<file path="config.mk">
export PLATFORM = sky130hd
export DESIGN_NAME = itc_channel
export DESIGN_NICKNAME = d
export VERILOG_FILES = /design/src/rtl/itc_pkg.sv /design/src/rtl/itc_prescaler.sv /design/src/rtl/itc_counter.sv /design/src/rtl/itc_csr.sv /design/src/rtl/itc_channel.sv
export SDC_FILE = /design/constraint.sdc
export NUM_CORES = 1
export LEC_CHECK = 0
export ABC_AREA = 0
export CORE_ASPECT_RATIO = 0.9
export CORE_MARGIN = 1
export CORE_UTILIZATION = 40
export DETAILED_ROUTE_END_ITERATION = 16
export PLACE_DENSITY = 0.66
export SYNTH_ARGS = -nofsm -noshare
export SYNTH_HDL_FRONTEND = slang
export SYNTH_SLANG_ARGS = --single-unit
</file>
<file path="constraint.sdc">
create_clock -name clk_i -period 4.85 [get_ports clk_i]
set_clock_uncertainty 0.1 [all_clocks]
set_input_delay 0.485 -clock clk_i [delete_from_list [all_inputs] [get_ports clk_i]]
set_output_delay 0.485 -clock clk_i [all_outputs]
set_load 0.005 [all_outputs]
</file>
<file path="src/rtl/itc_pkg.sv">
package itc_pkg;

    localparam int DATA_W  = 32;
    localparam int CTRL_W  = 16;
    localparam int ADDR_W  = 4;

    typedef enum logic [1:0] {
        SEL_RELOAD = 2'd0,
        SEL_COUNT  = 2'd1,
        SEL_CTRL   = 2'd2,
        SEL_CAPT   = 2'd3
    } reg_sel_e;

    typedef struct packed {
        logic [5:0] rsvd;
        logic       cap_flag;
        logic       unf;
        logic [1:0] cap_en;
        logic       unie;
        logic [1:0] edge_sel;
        logic [2:0] psc;
    } ctrl_t;

    typedef struct packed {
        ctrl_t val;
        logic  bad;
    } ctrl_chk_t;

    // Filters a control write: illegal fields become zero, bad marks the write.
    function automatic ctrl_chk_t ctrl_clean(input logic [DATA_W-1:0] w,
                                             input logic has_capt,
                                             input logic has_ext);
        ctrl_chk_t r;
        ctrl_t     raw;
        logic      psc_bad;
        logic      edge_bad;
        logic      cap_bad;
        raw      = ctrl_t'(w[CTRL_W-1:0]);
        psc_bad  = (raw.psc == 3'd5) || (raw.psc[2:1] == 2'b11 && !has_ext);
        edge_bad = (raw.edge_sel != 2'd0) && !has_ext;
        cap_bad  = (raw.cap_en == 2'd1) || (raw.cap_en != 2'd0 && !has_capt);
        r.val          = raw;
        r.val.psc      = psc_bad  ? 3'd0 : raw.psc;
        r.val.edge_sel = edge_bad ? 2'd0 : raw.edge_sel;
        r.val.cap_en   = cap_bad  ? 2'd0 : raw.cap_en;
        r.val.cap_flag = 1'b0;
        r.val.unf      = 1'b0;
        r.val.rsvd     = '0;
        r.bad = psc_bad || edge_bad || cap_bad
              || (raw.cap_flag && !has_capt)
              || (raw.rsvd != '0)
              || (w[DATA_W-1:CTRL_W] != '0);
        return r;
    endfunction

endpackage

</file>
<file path="src/rtl/itc_prescaler.sv">
module itc_prescaler #(
    parameter int N_CODES = 5
) (
    input  logic       clk_i,
    input  logic       rst_i,
    input  logic       restart_i,
    input  logic [2:0] code_i,
    output logic       tick_o
);
    localparam int DIV_W = 2 * N_CODES;

    logic [DIV_W-1:0]   div_q;
    logic [N_CODES-1:0] tick_vec;

    always_ff @(posedge clk_i) begin
        if (rst_i || restart_i) div_q <= '0;
        else                    div_q <= div_q + 1'b1;
    end

    // Code k ticks once every 4^(k+1) cycles.
    for (genvar k = 0; k < N_CODES; k++) begin : g_tap
        assign tick_vec[k] = &div_q[2*k+1:0];
    end

    always_comb begin
        tick_o = 1'b0;
        for (int i = 0; i < N_CODES; i++) begin
            if (code_i == 3'(i)) tick_o = tick_vec[i];
        end
    end

endmodule

</file>
<file path="src/rtl/itc_counter.sv">
module itc_counter #(
    parameter int CNT_W = 32
) (
    input  logic             clk_i,
    input  logic             rst_i,
    input  logic             tick_i,
    input  logic             run_i,
    input  logic             ld_cnt_i,
    input  logic             ld_reload_i,
    input  logic             clr_flag_i,
    input  logic [CNT_W-1:0] wdata_i,
    output logic [CNT_W-1:0] cnt_o,
    output logic [CNT_W-1:0] reload_o,
    output logic             flag_o
);
    logic step;
    logic underflow;

    assign step      = tick_i && run_i;
    assign underflow = step && (cnt_o == '0);

    always_ff @(posedge clk_i) begin
        if (rst_i) begin
            cnt_o    <= '1;
            reload_o <= '1;
            flag_o   <= 1'b0;
        end else begin
            if (ld_reload_i) reload_o <= wdata_i;
            if (ld_cnt_i)               cnt_o <= wdata_i;
            else if (underflow)         cnt_o <= reload_o;
            else if (step)              cnt_o <= cnt_o - 1'b1;
            if (underflow && !ld_cnt_i) flag_o <= 1'b1;
            else if (clr_flag_i)        flag_o <= 1'b0;
        end
    end

endmodule

</file>
<file path="src/rtl/itc_csr.sv">
module itc_csr
    import itc_pkg::*;
#(
    parameter bit HAS_CAPT   = 1'b1,
    parameter bit HAS_EXTCLK = 1'b0
) (
    input  logic              clk_i,
    input  logic              rst_i,
    input  logic              wr_en_i,
    input  logic              rd_en_i,
    input  logic [ADDR_W-1:0] addr_i,
    input  logic [DATA_W-1:0] wdata_i,
    input  logic [DATA_W-1:0] cnt_i,
    input  logic [DATA_W-1:0] reload_i,
    input  logic              flag_i,
    output logic              ld_reload_o,
    output logic              ld_cnt_o,
    output logic              ctrl_wr_o,
    output logic              clr_flag_o,
    output ctrl_t             ctrl_o,
    output logic [DATA_W-1:0] rdata_o,
    output logic              err_o
);
    reg_sel_e          sel;
    logic              hit;
    logic              wr_ok;
    ctrl_chk_t         cc;
    ctrl_t             ctrl_rd;
    logic [DATA_W-1:0] capt_q;

    assign sel   = reg_sel_e'(addr_i[3:2]);
    assign hit   = (addr_i[1:0] == 2'b00) && (sel != SEL_CAPT || HAS_CAPT);
    assign wr_ok = wr_en_i && hit;
    assign cc    = ctrl_clean(wdata_i, HAS_CAPT, HAS_EXTCLK);

    assign ld_reload_o = wr_ok && (sel == SEL_RELOAD);
    assign ld_cnt_o    = wr_ok && (sel == SEL_COUNT);
    assign ctrl_wr_o   = wr_ok && (sel == SEL_CTRL);
    assign clr_flag_o  = ctrl_wr_o && !wdata_i[8];

    always_ff @(posedge clk_i) begin
        if (rst_i) begin
            ctrl_o <= '0;
            capt_q <= '0;
            err_o  <= 1'b0;
        end else begin
            if (ctrl_wr_o) ctrl_o <= cc.val;
            if (wr_ok && sel == SEL_CAPT) capt_q <= wdata_i;
            err_o <= ((wr_en_i || rd_en_i) && !hit) || (ctrl_wr_o && cc.bad);
        end
    end

    always_comb begin
        ctrl_rd     = ctrl_o;
        ctrl_rd.unf = flag_i;
        rdata_o     = '0;
        if (hit) begin
            unique case (sel)
                SEL_RELOAD: rdata_o = reload_i;
                SEL_COUNT:  rdata_o = cnt_i;
                SEL_CTRL:   rdata_o = {{(DATA_W-CTRL_W){1'b0}}, ctrl_rd};
                SEL_CAPT:   rdata_o = capt_q;
                default:    rdata_o = '0;
            endcase
        end
    end

endmodule

</file>
<file path="src/rtl/itc_channel.sv">
module itc_channel
    import itc_pkg::*;
#(
    parameter bit HAS_CAPT    = 1'b1,
    parameter bit HAS_EXTCLK  = 1'b0,
    parameter int N_PSC_CODES = 5
) (
    input  logic              clk_i,
    input  logic              rst_i,
    input  logic              run_i,
    input  logic              wr_en_i,
    input  logic              rd_en_i,
    input  logic [ADDR_W-1:0] addr_i,
    input  logic [DATA_W-1:0] wdata_i,
    output logic [DATA_W-1:0] rdata_o,
    output logic              irq_o,
    output logic              err_o
);
    logic              tick;
    logic              ld_reload;
    logic              ld_cnt;
    logic              ctrl_wr;
    logic              clr_flag;
    logic              flag_q;
    logic [DATA_W-1:0] cnt_q;
    logic [DATA_W-1:0] reload_q;
    ctrl_t             ctrl_q;

    itc_prescaler #(.N_CODES(N_PSC_CODES)) psc_i (
        .clk_i     (clk_i),
        .rst_i     (rst_i),
        .restart_i (ctrl_wr),
        .code_i    (ctrl_q.psc),
        .tick_o    (tick)
    );

    itc_counter #(.CNT_W(DATA_W)) cnt_i (
        .clk_i       (clk_i),
        .rst_i       (rst_i),
        .tick_i      (tick),
        .run_i       (run_i),
        .ld_cnt_i    (ld_cnt),
        .ld_reload_i (ld_reload),
        .clr_flag_i  (clr_flag),
        .wdata_i     (wdata_i),
        .cnt_o       (cnt_q),
        .reload_o    (reload_q),
        .flag_o      (flag_q)
    );

    itc_csr #(.HAS_CAPT(HAS_CAPT), .HAS_EXTCLK(HAS_EXTCLK)) csr_i (
        .clk_i       (clk_i),
        .rst_i       (rst_i),
        .wr_en_i     (wr_en_i),
        .rd_en_i     (rd_en_i),
        .addr_i      (addr_i),
        .wdata_i     (wdata_i),
        .cnt_i       (cnt_q),
        .reload_i    (reload_q),
        .flag_i      (flag_q),
        .ld_reload_o (ld_reload),
        .ld_cnt_o    (ld_cnt),
        .ctrl_wr_o   (ctrl_wr),
        .clr_flag_o  (clr_flag),
        .ctrl_o      (ctrl_q),
        .rdata_o     (rdata_o),
        .err_o       (err_o)
    );

    assign irq_o = flag_q && ctrl_q.unie;

endmodule

</file>
==> metrics <==
outcome=complete, no violations; # rows=42; Slew Viols, Final=0; RSZ-0062 raised after global routing=no; num ports=75; total grt overflow=0; height of the chip=~120 um; Remaining DRCs=0; pre-CTS setup slack=about 1.4 ns; largest net degree at the start of global routing=between 60 and 70; # hold bufs at CTS=0; worst skew pair latency=0.42 ns; most frequent cells in the layout=nand2_1 (130), dfxtp_1 (116), nor2_1 (100); CTS max path bufs=2; PnR worst setup slack=1.48 ns; VDD IR max=0.254 mV; first-pass GRT wire length=between 30 and 40 mm; crit start category=primary input; Final Cell Area=between 0.007 and 0.008 sq mm; Via-to-Cell Ratio=5.64; antenna cells=0; core area=0.0150 sq mm; Syn Inst Count=789; Syn. warnings=0; Max-Cap Viols=0; wire per inst=17.8 um; top-area cell type share of the netlist area=37.2%; cell accounting for the most synthesized area=dfxtp_1; PD cells=341 mW/mm^2; fmax=approximately 300 MHz; Num CTS Buffers=17; ys flop type=dfxtp_1; full die area=between 0.015 and 0.02 sq mm; Flop pwr share=37.5%; switch share=between 20 and 25%; post-layout min period=3.37 ns; EDFF count, synth=0; Worst-path clk slew=approximately 0.05 ns; IO buf count=between 70 and 80; Yosys reg bits=116; critical path class=primary input to output pin; CP Capture Type=output pin; internal cell power=around 2.1 mW; antenna violations before repair=0; via count=around 5900; Gate power share=between 8 and 9%; syn avg cell area=roughly 7.9 sq um; asr flop ratio synth=0%; H-tree levels=4; final wirelength=approximately 19 mm; Net Sw Power=between 0.6 and 0.7 mW; Initial DRC Count=about 560; worst-path fanout max=25; Slew headroom=between 30% and 40%; most common cell after layout, fill and taps aside=nand2_1; area delta synth->final=24.6%; largest cells by area after synthesis=dfxtp_1 (37%), mux2i_1 (9.5%), nand2_1 (7.8%); Crit path required time=between 4 and 5 ns; post-CTS setup buffer count=0; CP arrival=2.79 ns; Num Clock Sinks=roughly 120; post-synthesis sequential area ratio=between 30% and 40%; fraction of layout cells with a size suffix above 1=9.17%; Placement Cell Area=between 0.007 and 0.008 sq mm; Fin. Hold Viols=0; routability-driven placement congestion ratio=between 0.8 and 0.9; Die W=approximately 130 um; setup_tns=0 ns; Global Route Usage Sum=between 20% and 30%; Final period util=a little over two thirds; clock power share=54.0%; smallest hold slack=roughly 0.35 ns; root buffer cell=clkbuf_16; Unique masters post-synth=60; hpwl dp=between 10 and 15 mm; vias in the first global route=5586; Initial Utilization=a little over two fifths; Design Power=between 2 and 3 mW; leakage power=roughly 2.7 nW; Worst Hold Class=flop to flop; Worst-Margin Slew=0.997 ns; Net Count, Synth=between 800 and 900; antenna-violating nets left=0; CTS tree=done; nets=around 900; post-cts resize count=0; drt first pass iters=5; # setup viols final=0; Mapped Area=about 0.0062 sq mm
## kinds of logic after synthesis
group | count (synthesis) | synth area share (%)
simple gates | 354 | 26.8
compound gates | 162 | 15.8
flops | 116 | 37.2
mux | 70 | 13.1
buf+inv | 67 | 4.23
xor+xnor | 18 | 2.53
fa+ha+maj | 2 | 0.401
## registers in the layout (all words and copies together) (netlist names)
name            cells
psc_i.div_q        10
cnt_i.flag_o        1
cnt_i.cnt_o        32
cnt_i.reload_o     32
csr_i.err_o         1
csr_i.capt_q       32
csr_i.ctrl_o        8
## routing by layer
metal	GRT usage [%]	part of all wire [%]	vias up
li1	-	-	2908
met1	33.4	46	2752
met4	5.68	0.65	0
met3	5.91	8.1	9
met5	0	0	-
met2	37.9	45	248
## cell usage after synthesis (2+ instances only)
master	count
o221ai_1	3
a21o_1	3
a21oi_1	92
or2_2	7
nor3b_1	3
nor4_4	2
or4_1	10
o31ai_1	2
and2_1	13
nor4_1	13
nand4_1	7
clkbuf_1	51
nor2_1	100
nand3_1	21
dfxtp_1	116
mux2_2	2
or3_1	5
o31a_1	2
buf_2	7
nor4b_1	2
nand4b_1	2
o211ai_1	17
a211o_1	2
and3_1	9
o311ai_0	3
o21ai_0	13
nor3_1	17
nand2_1	130
a211oi_1	2
mux4_2	9
inv_1	8
mux2i_1	59
a32oi_1	3
a31oi_1	5
a22oi_1	2
o22ai_1	2
xor2_1	7
ha_1	2
and4_1	2
nor2_2	2
nand3b_1	3
xnor2_1	11
## stage by stage
step                std cells  utilization (%)
floorplan                 789                -
global placement         1017             47.4
detailed placement       1017             47.4
CTS                      1049             51.9
global route             1049             51.9
finish                   1049             51.9
## power by group through the flow
stage                     combinational, mW  sequential (mW)  clock (mW)
after floorplan                       0.121             1.01           0
after global placement                0.223             1.01           0
after detailed placement              0.224             1.01           0
after CTS                             0.225            0.994        1.45
after global routing                  0.245            0.997        1.49
final                                 0.224            0.995        1.43
## area by class of cell
class / instances / area (sq um)
fillers: 1448 / 7200
multi-input cells: 606 / 3670
flip-flops and latches: 116 / 2320
repair buffers: 89 / 838
clock buffers: 18 / 439
well taps: 198 / 248
clock inverters: 14 / 233
inverters: 8 / 30.0
## path summary, 6_finish.rpt
kind	startpoint	endpoint	slack (ns)	cells after the start
max	addr_i[2]	rdata_o[10]	1.48	5
min	csr_i.capt_q[7]	csr_i.capt_q[7]	0.35	2
min reg2reg	csr_i.capt_q[7]	csr_i.capt_q[7]	0.35	2
max reg2reg	cnt_i.cnt_o[0]	cnt_i.cnt_o[23]	1.69	9
## worst max-delay path, cell delays in order
cell and delay, ns:
buf_2 0.58, and2_1 0.89, a21oi_1 0.16, nor2_1 0.12, clkdlybuf4s50_1 0.52
Note: power is estimated with default switching activity, not from simulation.
